==> config.mk <==
export PLATFORM = sky130hd
export DESIGN_NAME = vsum_sat_unit
export DESIGN_NICKNAME = d
export VERILOG_FILES = /design/src/rtl/vsum_pkg.sv /design/src/rtl/vsum_decode.sv /design/src/rtl/vsum_reduce.sv /design/src/rtl/vsum_sticky.sv /design/src/rtl/vsum_sat_unit.sv
export SDC_FILE = /design/constraint.sdc
export NUM_CORES = 1
export LEC_CHECK = 0
export ABC_AREA = 0
export CORE_AREA = 2 2 169 171
export CTS_CLUSTER_DIAMETER = 40
export DETAILED_ROUTE_END_ITERATION = 12
export DIE_AREA = 0 0 171 173
export MAX_ROUTING_LAYER = met4
export SYNTH_ARGS = -nofsm -noshare
export SYNTH_HDL_FRONTEND = slang
export SYNTH_SLANG_ARGS = --single-unit
==> constraint.sdc <==
create_clock -name clk -period 8.2 [get_ports clk]
set_input_delay 2.46 -clock clk [delete_from_list [all_inputs] [get_ports clk]]
set_output_delay 2.46 -clock clk [all_outputs]
set_load 0.01 [all_outputs]
==> src/rtl/vsum_pkg.sv <==
package vsum_pkg;

   localparam int unsigned INSN_W    = 32;
   localparam int unsigned REG_IDX_W = 5;

   // Instruction word, most significant field first
   typedef struct packed {
      logic [5:0]           op_major;
      logic [REG_IDX_W-1:0] rd;
      logic [REG_IDX_W-1:0] ra;
      logic [REG_IDX_W-1:0] rb;
      logic [10:0]          op_minor;
   } insn_fields_t;

endpackage

==> src/rtl/vsum_decode.sv <==
module vsum_decode
   import vsum_pkg::*;
#(
   parameter int unsigned MAJOR_OP = 4,
   parameter int unsigned MINOR_OP = 1928
) (
   input  logic [INSN_W-1:0]    insn,
   output logic                 match,
   output logic [REG_IDX_W-1:0] dest
);

   localparam logic [5:0]  MAJOR_CODE = MAJOR_OP[5:0];
   localparam logic [10:0] MINOR_CODE = MINOR_OP[10:0];

   initial begin
      a_cfg_major: assert (MAJOR_OP < 64) else $error("major opcode too wide");
      a_cfg_minor: assert (MINOR_OP < 2048) else $error("minor opcode too wide");
   end

   insn_fields_t fields;
   assign fields = insn_fields_t'(insn);

   // source register fields select operands upstream; not needed here
   logic unused_src;
   assign unused_src = ^{fields.ra, fields.rb};

   assign match = (fields.op_major == MAJOR_CODE) && (fields.op_minor == MINOR_CODE);
   assign dest  = fields.rd;

endmodule

==> src/rtl/vsum_reduce.sv <==
module vsum_reduce #(
   parameter int unsigned LANE_W = 32,
   parameter int unsigned LANES  = 4
) (
   input  logic [LANE_W*LANES-1:0] vec_a,
   input  logic [LANE_W-1:0]       add_b,
   output logic [LANE_W-1:0]       clamped,
   output logic                    over_pos,
   output logic                    over_neg
);

   localparam int unsigned NTERMS = LANES + 1;
   localparam int unsigned SUM_W  = LANE_W + $clog2(NTERMS) + 1;
   localparam int unsigned EXT_W  = SUM_W - LANE_W;

   localparam logic signed [SUM_W-1:0] POS_LIM = {{(EXT_W+1){1'b0}}, {(LANE_W-1){1'b1}}};
   localparam logic signed [SUM_W-1:0] NEG_LIM = {{(EXT_W+1){1'b1}}, {(LANE_W-1){1'b0}}};

   initial begin
      a_cfg_lane_w: assert (LANE_W >= 2) else $error("lane width too small");
      a_cfg_lanes:  assert (LANES >= 1) else $error("need at least one lane");
   end

   logic signed [SUM_W-1:0] terms [NTERMS];

   // lane 0 sits in the most significant word
   for (genvar i = 0; i < LANES; i++) begin : g_lane
      localparam int unsigned LO = (LANES - 1 - i) * LANE_W;
      assign terms[i] = {{EXT_W{vec_a[LO+LANE_W-1]}}, vec_a[LO +: LANE_W]};
   end
   assign terms[LANES] = {{EXT_W{add_b[LANE_W-1]}}, add_b};

   logic signed [SUM_W-1:0] total;
   always_comb begin
      total = '0;
      for (int k = 0; k < NTERMS; k++) total = total + terms[k];
   end

   assign over_pos = total > POS_LIM;
   assign over_neg = total < NEG_LIM;

   always_comb begin
      if (over_pos)      clamped = {1'b0, {(LANE_W-1){1'b1}}};
      else if (over_neg) clamped = {1'b1, {(LANE_W-1){1'b0}}};
      else               clamped = total[LANE_W-1:0];
   end

endmodule

==> src/rtl/vsum_sticky.sv <==
module vsum_sticky (
   input  logic clk,
   input  logic rst_n,
   input  logic set_evt,
   input  logic clr_req,
   output logic flag
);

   always_ff @(posedge clk) begin
      if (!rst_n)       flag <= 1'b0;
      else if (set_evt) flag <= 1'b1;
      else if (clr_req) flag <= 1'b0;
   end

   a_r9_stays_set: assert property (@(posedge clk) disable iff (!rst_n)
      flag && !clr_req |=> flag);
   a_r10_set_wins: assert property (@(posedge clk) disable iff (!rst_n)
      set_evt |=> flag);
   a_r10_clear: assert property (@(posedge clk) disable iff (!rst_n)
      clr_req && !set_evt |=> !flag);

endmodule

==> src/rtl/vsum_sat_unit.sv <==
module vsum_sat_unit
   import vsum_pkg::*;
#(
   parameter int unsigned LANE_W   = 32,
   parameter int unsigned LANES    = 4,
   parameter int unsigned MAJOR_OP = 4,
   parameter int unsigned MINOR_OP = 1928
) (
   input  logic                    clk,
   input  logic                    rst_n,
   input  logic                    instr_valid,
   input  logic [INSN_W-1:0]       instr_word,
   input  logic [LANE_W*LANES-1:0] opnd_a,
   input  logic [LANE_W*LANES-1:0] opnd_b,
   input  logic                    sat_clear,
   output logic                    res_valid,
   output logic [LANE_W*LANES-1:0] res_data,
   output logic [REG_IDX_W-1:0]    res_dest,
   output logic                    illegal_op,
   output logic                    sat_flag
);

   localparam int unsigned VEC_W = LANE_W * LANES;

   logic                 dec_match;
   logic [REG_IDX_W-1:0] dec_dest;

   vsum_decode #(.MAJOR_OP(MAJOR_OP), .MINOR_OP(MINOR_OP)) u_decode (
      .insn  (instr_word),
      .match (dec_match),
      .dest  (dec_dest)
   );

   logic fire, reject;
   assign fire   = instr_valid &  dec_match;
   assign reject = instr_valid & ~dec_match;

   logic [LANE_W-1:0] clamped;
   logic              over_pos, over_neg, sat_hit;

   vsum_reduce #(.LANE_W(LANE_W), .LANES(LANES)) u_reduce (
      .vec_a    (opnd_a),
      .add_b    (opnd_b[LANE_W-1:0]),
      .clamped  (clamped),
      .over_pos (over_pos),
      .over_neg (over_neg)
   );
   assign sat_hit = over_pos | over_neg;

   // only the last lane of B takes part
   logic unused_b_lanes;
   assign unused_b_lanes = ^opnd_b[VEC_W-1:LANE_W];

   logic [VEC_W-1:0] next_vec;
   for (genvar j = 0; j < LANES; j++) begin : g_out
      if (j == LANES - 1) begin : g_sum
         assign next_vec[LANE_W-1:0] = clamped;
      end else begin : g_zero
         assign next_vec[(LANES-1-j)*LANE_W +: LANE_W] = '0;
      end
   end

   always_ff @(posedge clk) begin
      if (!rst_n) begin
         res_valid  <= 1'b0;
         illegal_op <= 1'b0;
         res_data   <= '0;
         res_dest   <= '0;
      end else begin
         res_valid  <= fire;
         illegal_op <= reject;
         if (fire) begin
            res_data <= next_vec;
            res_dest <= dec_dest;
         end
      end
   end

   vsum_sticky u_sticky (
      .clk     (clk),
      .rst_n   (rst_n),
      .set_evt (fire & sat_hit),
      .clr_req (sat_clear),
      .flag    (sat_flag)
   );

   a_r2_result_follows: assert property (@(posedge clk) disable iff (!rst_n)
      fire |=> res_valid && res_dest == $past(dec_dest));
   a_r8_reject_quiet: assert property (@(posedge clk) disable iff (!rst_n)
      reject && !sat_clear |=> illegal_op && !res_valid && $stable(sat_flag));
   a_r4_pos_clamp: assert property (@(posedge clk) disable iff (!rst_n)
      fire && over_pos |=> res_data[LANE_W-1:0] == {1'b0, {(LANE_W-1){1'b1}}});
   a_r5_neg_clamp: assert property (@(posedge clk) disable iff (!rst_n)
      fire && over_neg |=> res_data[LANE_W-1:0] == {1'b1, {(LANE_W-1){1'b0}}});
   a_r6_upper_zero: assert property (@(posedge clk) disable iff (!rst_n)
      res_valid |-> res_data[VEC_W-1:LANE_W] == '0);
   a_r8_one_hot_out: assert property (@(posedge clk) disable iff (!rst_n)
      $onehot0({res_valid, illegal_op}));

endmodule

==> impl_metrics.yaml <==
outcome:
  outcome: "finished, violations left"
  violations: "setup timing"
synthesis:
  ys_warn_count: 0
  yosysSeqAreaShare_pct: 11.3
  synth_edf_count: 0
  yosys.area.top_type: "fa_1"
  ys.flop_type: "dfxtp_1"
  synth_top_area_share_pct: 19.2
  syn_area_per_cell_um2: 8.20
  ys_seq_elements: 40
  synth.distinct_cells: 61
  ys_async_sr_fraction_pct: 0
  synth_area_leaders: "fa_1 (19%), ha_1 (12%), dfxtp_1 (11%), buf_4 (10%), a21oi_1 (5.4%)"
  syn_area_um2: 7100
  synth_cells: 866
drt:
  via_per_inst: 4.29
  drc: 0
  wire_per_inst_um: 12.9
  totalWireLength_um: 21100
  dr.pass1.iters: 4
  drtAntennaViolNets: 0
  vias: 6987
  drt_iter0_drc: 267
grt:
  grt_max_degree: 39
  grt_usage_pct: 14.2
  antenna_found_initial: 0
  first_global_vias: 7036
  grt_overflow_total: 0
  grt_pass1_wl_um: 33300
power:
  p_comb_share_pct: 88.7
  seq_power_share_pct: 5.8
  vdd_ir_drop_max_v: 0.000122
  p_switching_uw: 1570
  clkPwrFrac_pct: 5.5
  powerDensity_nw_per_um2: 299
  internal_power_uw: 1790
  p_sw_share_pct: 46.7
  power_leakage_uw: 0.00500
die:
  rows: 61
  die_h_um: 173
  die_w_um: 171
  dieArea_um2: 29600
  initial_core_util_pct: 25.7
  ios: 428
  placeableCoreArea_um2: 27600
cts:
  cts-root-buf: "clkbuf_16"
  cts_hold_buffers: 0
  h-tree-depth: 2
  clk_path_buf_depth: 2
  cts_buffers: 5
  cts_tree: "built"
  clk_latency_ps: 280
  clkSinkCount: 40
  clkSlewWorstSetupHoldPaths_ps: 60
timing:
  fmax_mhz: 117
  fin_skew_ps: 0
  fin_ws_ps: -329
  layout_min_cycle_time_ps: 8530
  setup_tns_ps: -8610
  setup_violations: 32
  finalHoldViolCount: 0
  rsz0062_at_grt: "true"
  period_share_pct: 104
  slew_viol_final: 0
layout:
  final_cells: 1629
  num-fill-cells: 2857
  register_area_um2: 801
  multi_input_area_um2: 5900
  layout-drive-gt1-share_pct: 22.5
  layout.nets: 1677
  area_growth_syn_to_layout_pct: 58.2
  antennaDiodeCount: 0
placement:
  port_buffers: 225
  dp.cells: 1609
  hpwl_um: 18200
  gp_congestion: 0.866
worst_setup_path:
  cp.depth: 32
  crit_family: "compound AO/OA/AOI/OAI gates"
  endpoint_kind: "flip-flop"
  cp.arrival_ps: 8700
  rr_worst_depth: 2
  cp_num_buf_inv: 8
  crit_type: "input port to flip-flop"
  crit_required_ps: 8370
  crit_path_max_incr_delay_ps: 510
  crit_fanout: 24
  worst_path_max_delay_cell: "fa_1"
  crit_path_start_kind: "input port"
flow_run:
  cap_violations: 0
min_path:
  hold_depth: 2
  hold_class: "flip-flop to flip-flop"
## state kept, by name, summed over array words and instances (netlist names)
signal	flops
res_data	32
res_dest	5
illegal_op	1
res_valid	1
u_sticky.flag	1
## synthesized netlist by cell type (3+ instances only)
library cell,n
xnor2_1,39
a211oi_1,8
nor2_1,47
nand4_1,7
clkbuf_1,14
inv_1,74
o21bai_1,16
a21o_1,23
nor2b_1,8
mux2i_1,5
and3_1,5
xor2_1,18
a31oi_1,7
nor4b_1,3
buf_2,6
a21oi_1,77
nand2_1,64
buf_4,96
fa_1,68
a41o_1,3
dfxtp_1,40
nor4_1,3
o31ai_1,3
nand3_1,16
nand2b_1,3
ha_1,66
a21oi_2,12
o21ai_1,4
o21ai_0,67
or2_2,3
nor3_1,17
o21a_1,7
## final timing paths
path / start / to / slack [ps]
max reg2reg: res_data[12]$_SDFFE_PN0P_ / res_data[12]$_SDFFE_PN0P_ / 7520
min reg2reg: u_sticky.flag$_SDFFE_PN0P_ / u_sticky.flag$_SDFFE_PN0P_ / 470
max: opnd_a[33] / res_data[7]$_SDFFE_PN0P_ / -330
min: u_sticky.flag$_SDFFE_PN0P_ / u_sticky.flag$_SDFFE_PN0P_ / 470
## power by group through the flow
stage          registers [µW]  logic, µW  clock network, µW
2_1_floorplan             199       1720                  0
3_3_place_gp              199       2830                  0
3_5_place_dp              199       2840                  0
4_1_cts                   195       2960                195
5_1_grt                   194       3350                203
6_report                  195       2980                187
## timing repair
item	in CTS	in global routing
pin swaps	33	27
resized for setup	86	31
setup endpoints to repair	33	33
cloned	3	0
buffers inserted	11	2
## logic make-up after synthesis
kind of cell,after synthesis,share of synthesized area (%)
compound gates,252,22.3
buf+inv,193,15.7
simple gates,184,12.1
fa+ha+maj,134,30.8
xor+xnor,57,7.03
flops,40,11.3
mux,5,0.705
other cells,1,0.0528
## layer usage
layer  global-route usage, %  vias up  share of wire [%]
met4                    1.09        0               0.26
met3                    1.85        7                5.9
met5                       -        -                  0
li1                        -     3550                  -
met2                    25.5      201                 49
met1                    17.5     3229                 45
## stage by stage
stage               power [µW]  utilization, %  setup slack, ps  instance area (µm²)  hold WS (ps)
global route              3740            40.7             -591                11200           506
detailed placement        3040            38.6            -1220                10700           457
CTS                       3350            40.4             -435                11200           469
floorplan                 1910               -             10.0                 7510           490
finish                    3360            40.7             -329                11200           466
global placement          3030            38.6            -1190                10700           461
## worst min-delay path, cell delays in order, from the launching register on
cell and delay [ps]:
dfxtp_1 310, nand3b_1 70, nand2_1 40
## final cells by class
| class | instances | area share, % |
|---|---|---|
| clock buffer | 5 | 1.11 |
| timing repair buffer | 402 | 32.4 |
| clock inverter | 2 | 0.111 |
| sequential | 40 | 7.13 |
| tap | 378 | 4.21 |
| multi-input combinational | 728 | 52.5 |
| inverter | 74 | 2.47 |
## cells in the final DEF (no fill, tap or decap), types with 6 or more instances in the layout
cell,instances
conb_1,96
o21a_1,7
o21ai_2,7
a21oi_1,54
dlygate4sd2_1,10
o21ai_1,8
buf_4,169
a21oi_2,35
xnor2_1,38
nor2b_1,6
o21bai_1,15
clkdlybuf4s50_1,207
nand4_1,7
ha_1,62
nor2_1,42
a31oi_1,6
nand3_1,15
o21ai_0,57
xor2_1,18
dfxtp_1,40
a21o_1,23
nand2_1,59
nor3_1,14
fa_1,65
inv_1,71
Note: power is estimated with default switching activity, not from simulation.
